`src/rtl/xpdr_pkg.sv`:
```
package xpdr_pkg;

  localparam int BYTE_W = 8;

  typedef enum logic [1:0] {
    K_IN  = 2'd0,
    K_OUT = 2'd1,
    K_INV = 2'd2,
    K_DIR = 2'd3
  } reg_kind_e;

  // Byte seen by a reader of the input register.
  function automatic logic [BYTE_W-1:0] in_view(input logic [BYTE_W-1:0] lvl,
                                                input logic [BYTE_W-1:0] inv);
    return lvl ^ inv;
  endfunction

  // Any input-configured bit disagreeing with the snapshot.
  function automatic logic any_pending(input logic [BYTE_W-1:0] lvl,
                                       input logic [BYTE_W-1:0] snap,
                                       input logic [BYTE_W-1:0] dir);
    return |((lvl ^ snap) & dir);
  endfunction

endpackage

```
`src/rtl/xpdr_sync.sv`:
```
module xpdr_sync #(
  parameter int W = 16
) (
  input  logic         clk,
  input  logic         rst_n,
  input  logic [W-1:0] d,
  output logic [W-1:0] q
);
  logic [W-1:0] stage1;

  always_ff @(posedge clk or negedge rst_n) begin
    if (!rst_n) begin
      stage1 <= '0;
      q      <= '0;
    end else begin
      stage1 <= d;
      q      <= stage1;
    end
  end
endmodule

```
`src/rtl/xpdr_port_slice.sv`:
```
module xpdr_port_slice
  import xpdr_pkg::*;
(
  input  logic              clk,
  input  logic              rst_n,
  input  logic [BYTE_W-1:0] lvl,
  input  logic [BYTE_W-1:0] wr_data,
  input  logic              wr_out,
  input  logic              wr_inv,
  input  logic              wr_dir,
  input  logic              snap_take,
  output logic [BYTE_W-1:0] out_q,
  output logic [BYTE_W-1:0] inv_q,
  output logic [BYTE_W-1:0] dir_q,
  output logic [BYTE_W-1:0] snap_q,
  output logic              pend
);
  always_ff @(posedge clk or negedge rst_n) begin
    if (!rst_n) begin
      out_q  <= '1;
      inv_q  <= '0;
      dir_q  <= '1;
      snap_q <= '0;
    end else begin
      if (wr_out)    out_q  <= wr_data;
      if (wr_inv)    inv_q  <= wr_data;
      if (wr_dir)    dir_q  <= wr_data;
      if (snap_take) snap_q <= lvl;
    end
  end

  assign pend = any_pending(lvl, snap_q, dir_q);
endmodule

```
`src/rtl/xpdr_port_regs.sv`:
```
module xpdr_port_regs
  import xpdr_pkg::*;
#(
  parameter int PORTS = 2,
  localparam int PSW  = $clog2(PORTS),
  localparam int IDXW = PSW + 2,
  localparam int NPIN = PORTS * BYTE_W
) (
  input  logic              clk,
  input  logic              rst_n,
  input  logic [IDXW-1:0]   reg_idx,
  input  logic              wr_en,
  input  logic [BYTE_W-1:0] wr_data,
  input  logic              rd_en,
  output logic [BYTE_W-1:0] rd_data,
  input  logic [NPIN-1:0]   pin_in,
  output logic [NPIN-1:0]   pin_out,
  output logic [NPIN-1:0]   pin_oe,
  output logic              irq_pull_en
);
  reg_kind_e          sel_kind;
  logic [PSW-1:0]     sel_port;
  logic [NPIN-1:0]    pin_sync;
  logic [PORTS-1:0]   port_pend;
  logic [PORTS-1:0]   snap_take;
  logic [BYTE_W-1:0]  out_a  [PORTS];
  logic [BYTE_W-1:0]  inv_a  [PORTS];
  logic [BYTE_W-1:0]  dir_a  [PORTS];
  logic [BYTE_W-1:0]  snap_a [PORTS];
  logic [BYTE_W-1:0]  lvl_a  [PORTS];
  logic [BYTE_W-1:0]  rd_mux;

  assign sel_kind = reg_kind_e'(reg_idx[IDXW-1 -: 2]);
  assign sel_port = reg_idx[PSW-1:0];

  xpdr_sync #(.W(NPIN)) sync_i (
    .clk(clk), .rst_n(rst_n), .d(pin_in), .q(pin_sync)
  );

  for (genvar p = 0; p < PORTS; p++) begin : g_port
    logic hit;
    assign hit          = (sel_port == PSW'(p));
    assign lvl_a[p]     = pin_sync[p*BYTE_W +: BYTE_W];
    assign snap_take[p] = rd_en && hit && (sel_kind == K_IN);

    xpdr_port_slice slice_i (
      .clk      (clk),
      .rst_n    (rst_n),
      .lvl      (lvl_a[p]),
      .wr_data  (wr_data),
      .wr_out   (wr_en && hit && (sel_kind == K_OUT)),
      .wr_inv   (wr_en && hit && (sel_kind == K_INV)),
      .wr_dir   (wr_en && hit && (sel_kind == K_DIR)),
      .snap_take(snap_take[p]),
      .out_q    (out_a[p]),
      .inv_q    (inv_a[p]),
      .dir_q    (dir_a[p]),
      .snap_q   (snap_a[p]),
      .pend     (port_pend[p])
    );

    assign pin_out[p*BYTE_W +: BYTE_W] = out_a[p];
    assign pin_oe[p*BYTE_W +: BYTE_W]  = ~dir_a[p];
  end

  always_comb begin
    unique case (sel_kind)
      K_IN:    rd_mux = in_view(lvl_a[sel_port], inv_a[sel_port]);
      K_OUT:   rd_mux = out_a[sel_port];
      K_INV:   rd_mux = inv_a[sel_port];
      default: rd_mux = dir_a[sel_port];
    endcase
  end

  always_ff @(posedge clk or negedge rst_n) begin
    if (!rst_n) begin
      rd_data     <= '0;
      irq_pull_en <= 1'b0;
    end else begin
      if (rd_en) rd_data <= rd_mux;
      irq_pull_en <= |port_pend;
    end
  end
endmodule

```
`config.mk`:
```
export PLATFORM = sky130hd
export DESIGN_NAME = xpdr_port_regs
export DESIGN_NICKNAME = d
export VERILOG_FILES = /design/src/rtl/xpdr_pkg.sv /design/src/rtl/xpdr_sync.sv /design/src/rtl/xpdr_port_slice.sv /design/src/rtl/xpdr_port_regs.sv
export SDC_FILE = /design/constraint.sdc
export NUM_CORES = 1
export LEC_CHECK = 0
export ABC_AREA = 0
export ABC_CLOCK_PERIOD_IN_PS = 2400
export CAP_MARGIN = 10
export CELL_PAD_IN_SITES_DETAIL_PLACEMENT = 1
export CELL_PAD_IN_SITES_GLOBAL_PLACEMENT = 2
export CORE_MARGIN = 3
export CORE_UTILIZATION = 46
export DETAILED_ROUTE_END_ITERATION = 7
export DONT_BUFFER_PORTS = 1
export GPL_TIMING_DRIVEN = 0
export PLACE_DENSITY = 0.91
export SLEW_MARGIN = 0
export SYNTH_ARGS = -nofsm -noshare
export SYNTH_HDL_FRONTEND = slang
export SYNTH_SLANG_ARGS = --single-unit
```
`constraint.sdc`:
```
create_clock -name clk -period 2.4 [get_ports clk]
set_input_delay 0.48 -clock clk [delete_from_list [all_inputs] [get_ports clk]]
set_output_delay 0.48 -clock clk [all_outputs]
set_load 0.005 [all_outputs]
```
==> results_dict.tcl <==
set metrics [dict create \
    grt.overflow.total 0 \
    postSynthAreaPerCell_um2 13.4 \
    synth-seq-area-share 0.579 \
    place_ws_ns 0.396 \
    layout_setup_ws_ns 0.822 \
    fin_setup_tns_ns 0 \
    end_kind "flop" \
    worst_slew_pin_slew_ns 0.759 \
    skew_ns 0.0118 \
    setup_viol 0 \
    start_kind "input port" \
    yosys.cell_types.count 35 \
    dp_hpwl_um 7670 \
    htree_levels 3 \
    final_antenna_net_count 0 \
    synth_seq_cells 105 \
    synth_top_area_share 0.397 \
    vdd_drop_max_v 0.000350 \
    cts_buffers 9 \
    cp.arrival_ns 1.85 \
    die_w_um 106 \
    cts_max_path_buffers 2 \
    cp_data_required_time_ns 2.67 \
    hold_class "input port to async pin" \
    die_h_um 106 \
    grt_antenna_before_repair 0 \
    dieArea_mm2 0.0112 \
    nets 385 \
    grt.total_usage 0.202 \
    grt_pass1_vias 3069 \
    insertion_delay_ns 0.38 \
    postSynthNetCount 374 \
    final_cells 488 \
    hold_viol 105 \
    ios 72 \
    floorplan.initialDensity 0.485 \
    syn_inst 343 \
    slew_viol_final 0 \
    fp-row-count 35 \
    syn2layout_area_growth_pct 7.55 \
    syn_area_mm2 0.00460 \
    fin_crit_ns 1.58 \
    rsz0062_at_grt "no" \
    cts_resized 0 \
    clock-sinks 105 \
    route.detailed.drc 0 \
    cp_max_fo 8 \
    cts_setup_buffers 0 \
    wl_per_cell_um 22.2 \
    drive_gt1_frac 0.393 \
    cts_root_buf "clkbuf_8" \
    gp_congestion 0.775 \
    yosysTopAreaCell "dfrtp_1" \
    grt_start_max_net_pins 106 \
    rr_worst_depth 4 \
    drv_cap 0 \
    dpl_cell_area_mm2 0.00477 \
    fp.coreArea_mm2 0.00950 \
    max_freq_mhz 634 \
    grt_pass1_wl_um 17200 \
    status "finished, violations left" \
    first_pass_iters 4 \
    drt_iter0_markers 109 \
    io_buffers 0 \
    diodes 0 \
    yosysWarnings 0 \
    dp.cells 472 \
    synth.area.top_cells "dfrtp_1 40%, dfstp_2 18%, mux2_2 18%" \
    routed_wl_um 10800 \
    final_util 0.521 \
    violations "hold timing" \
    cts_tree "yes" \
    r2r_slack_ns 0.93 \
    p_leak_nw 2.06 \
    p_per_area_mw_per_mm2 847 \
    vias 2713 \
    maxSlewHeadroom 0.490 \
    vias_per_cell 5.56 \
    stdcell_area_mm2 0.00495 \
    clk_pin_slew_ns 0.10 \
    p_total_mw 4.20 \
    path_class "input port to flop" \
    post-route-period-util 0.657 \
    final_cell_mix "73 x mux2_2, 73 x dfrtp_1, 32 x dfstp_2" \
    holdWs_ns -0.223 \
]
## path summary, 6_finish.rpt
path,startpoint,to
max,rd_en,g_port[0].slice_i.snap_q[2]
min,rst_n,sync_i.stage1[5]
max reg2reg,sync_i.q[1],irq_pull_en
min reg2reg,sync_i.stage1[15],sync_i.q[15]
max in group asynchronous,rst_n,g_port[1].slice_i.out_q[6]
min in group clk,pin_in[4],sync_i.stage1[4]
## registers in the layout, indices dropped and copies added (netlist names)
signal	cells
g_port.slice_i.dir_q	16
g_port.slice_i.inv_q	16
g_port.slice_i.out_q	16
g_port.slice_i.snap_q	16
sync_i.q	16
sync_i.stage1	16
rd_data	8
irq_pull_en	1
## area by class of cell
cell class	instances	area (um2)
Sequential cell	105	2670
Multi-Input combinational cell	206	1780
Inverter	17	63.8
Tap cell	129	161
Clock inverter	6	48.8
Fill cell	974	4550
Buffer	15	95.1
Clock buffer	10	138
## critical path, stage by stage
cell    delay (ns)
buf_2         0.18
inv_1         0.17
nor4_4        0.60
mux2_2        0.41
## power by group
group | total [mW] | internal [mW] | leakage [nW] | switching, mW
Sequential | 2.41 | 2.15 | 1.20 | 0.257
Combinational | 0.712 | 0.403 | 0.778 | 0.309
Clock | 1.07 | 0.417 | 0.0859 | 0.658
Total | 4.20 | 2.97 | 2.06 | 1.22
## Yosys cell counts
cell type  number
nor4_1          1
nor4b_1         1
dfstp_2        32
inv_1          17
xnor2_1        20
and3b_1         1
buf_4           4
dfrtp_1        73
nand4_2         1
a221oi_1        2
nor2_8          1
mux2i_1         8
nand2_1        10
nand3_2         1
or2_2           1
a21boi_0        7
mux2_2         73
buf_6           2
or3b_1          1
a31oi_1         7
nor2_1          8
nor4_4          1
o21bai_1        7
nor2b_1         1
a21oi_1         9
clkbuf_1        2
o21ai_0         2
nor4bb_1        1
nand4b_2        2
buf_2           7
o32a_1          1
nand3_1         1
nand2b_1       14
xor2_1          4
o22ai_1        20
## logic make-up (layout without fill, tap and decap cells)
kind of cell | Yosys count | in the layout | share of synthesized area
DFF | 105 | 105 | 0.579
muxes | 81 | 81 | 0.196
AOI/OAI and AO/OA | 55 | 55 | 0.0774
and+or+nand+nor | 46 | 46 | 0.0671
buffers and inverters | 32 | 48 | 0.0345
xor gates and xnor gates | 24 | 24 | 0.0457
## per-layer routing
layer  global-route usage  share of wire  vias up
li1                     -              -     1225
met1                0.268           0.46     1400
met2                0.321           0.47       77
met3               0.0461          0.052       11
met4               0.0796          0.019        0
met5                    0              0        -
Power figures use the tool's default switching activity.
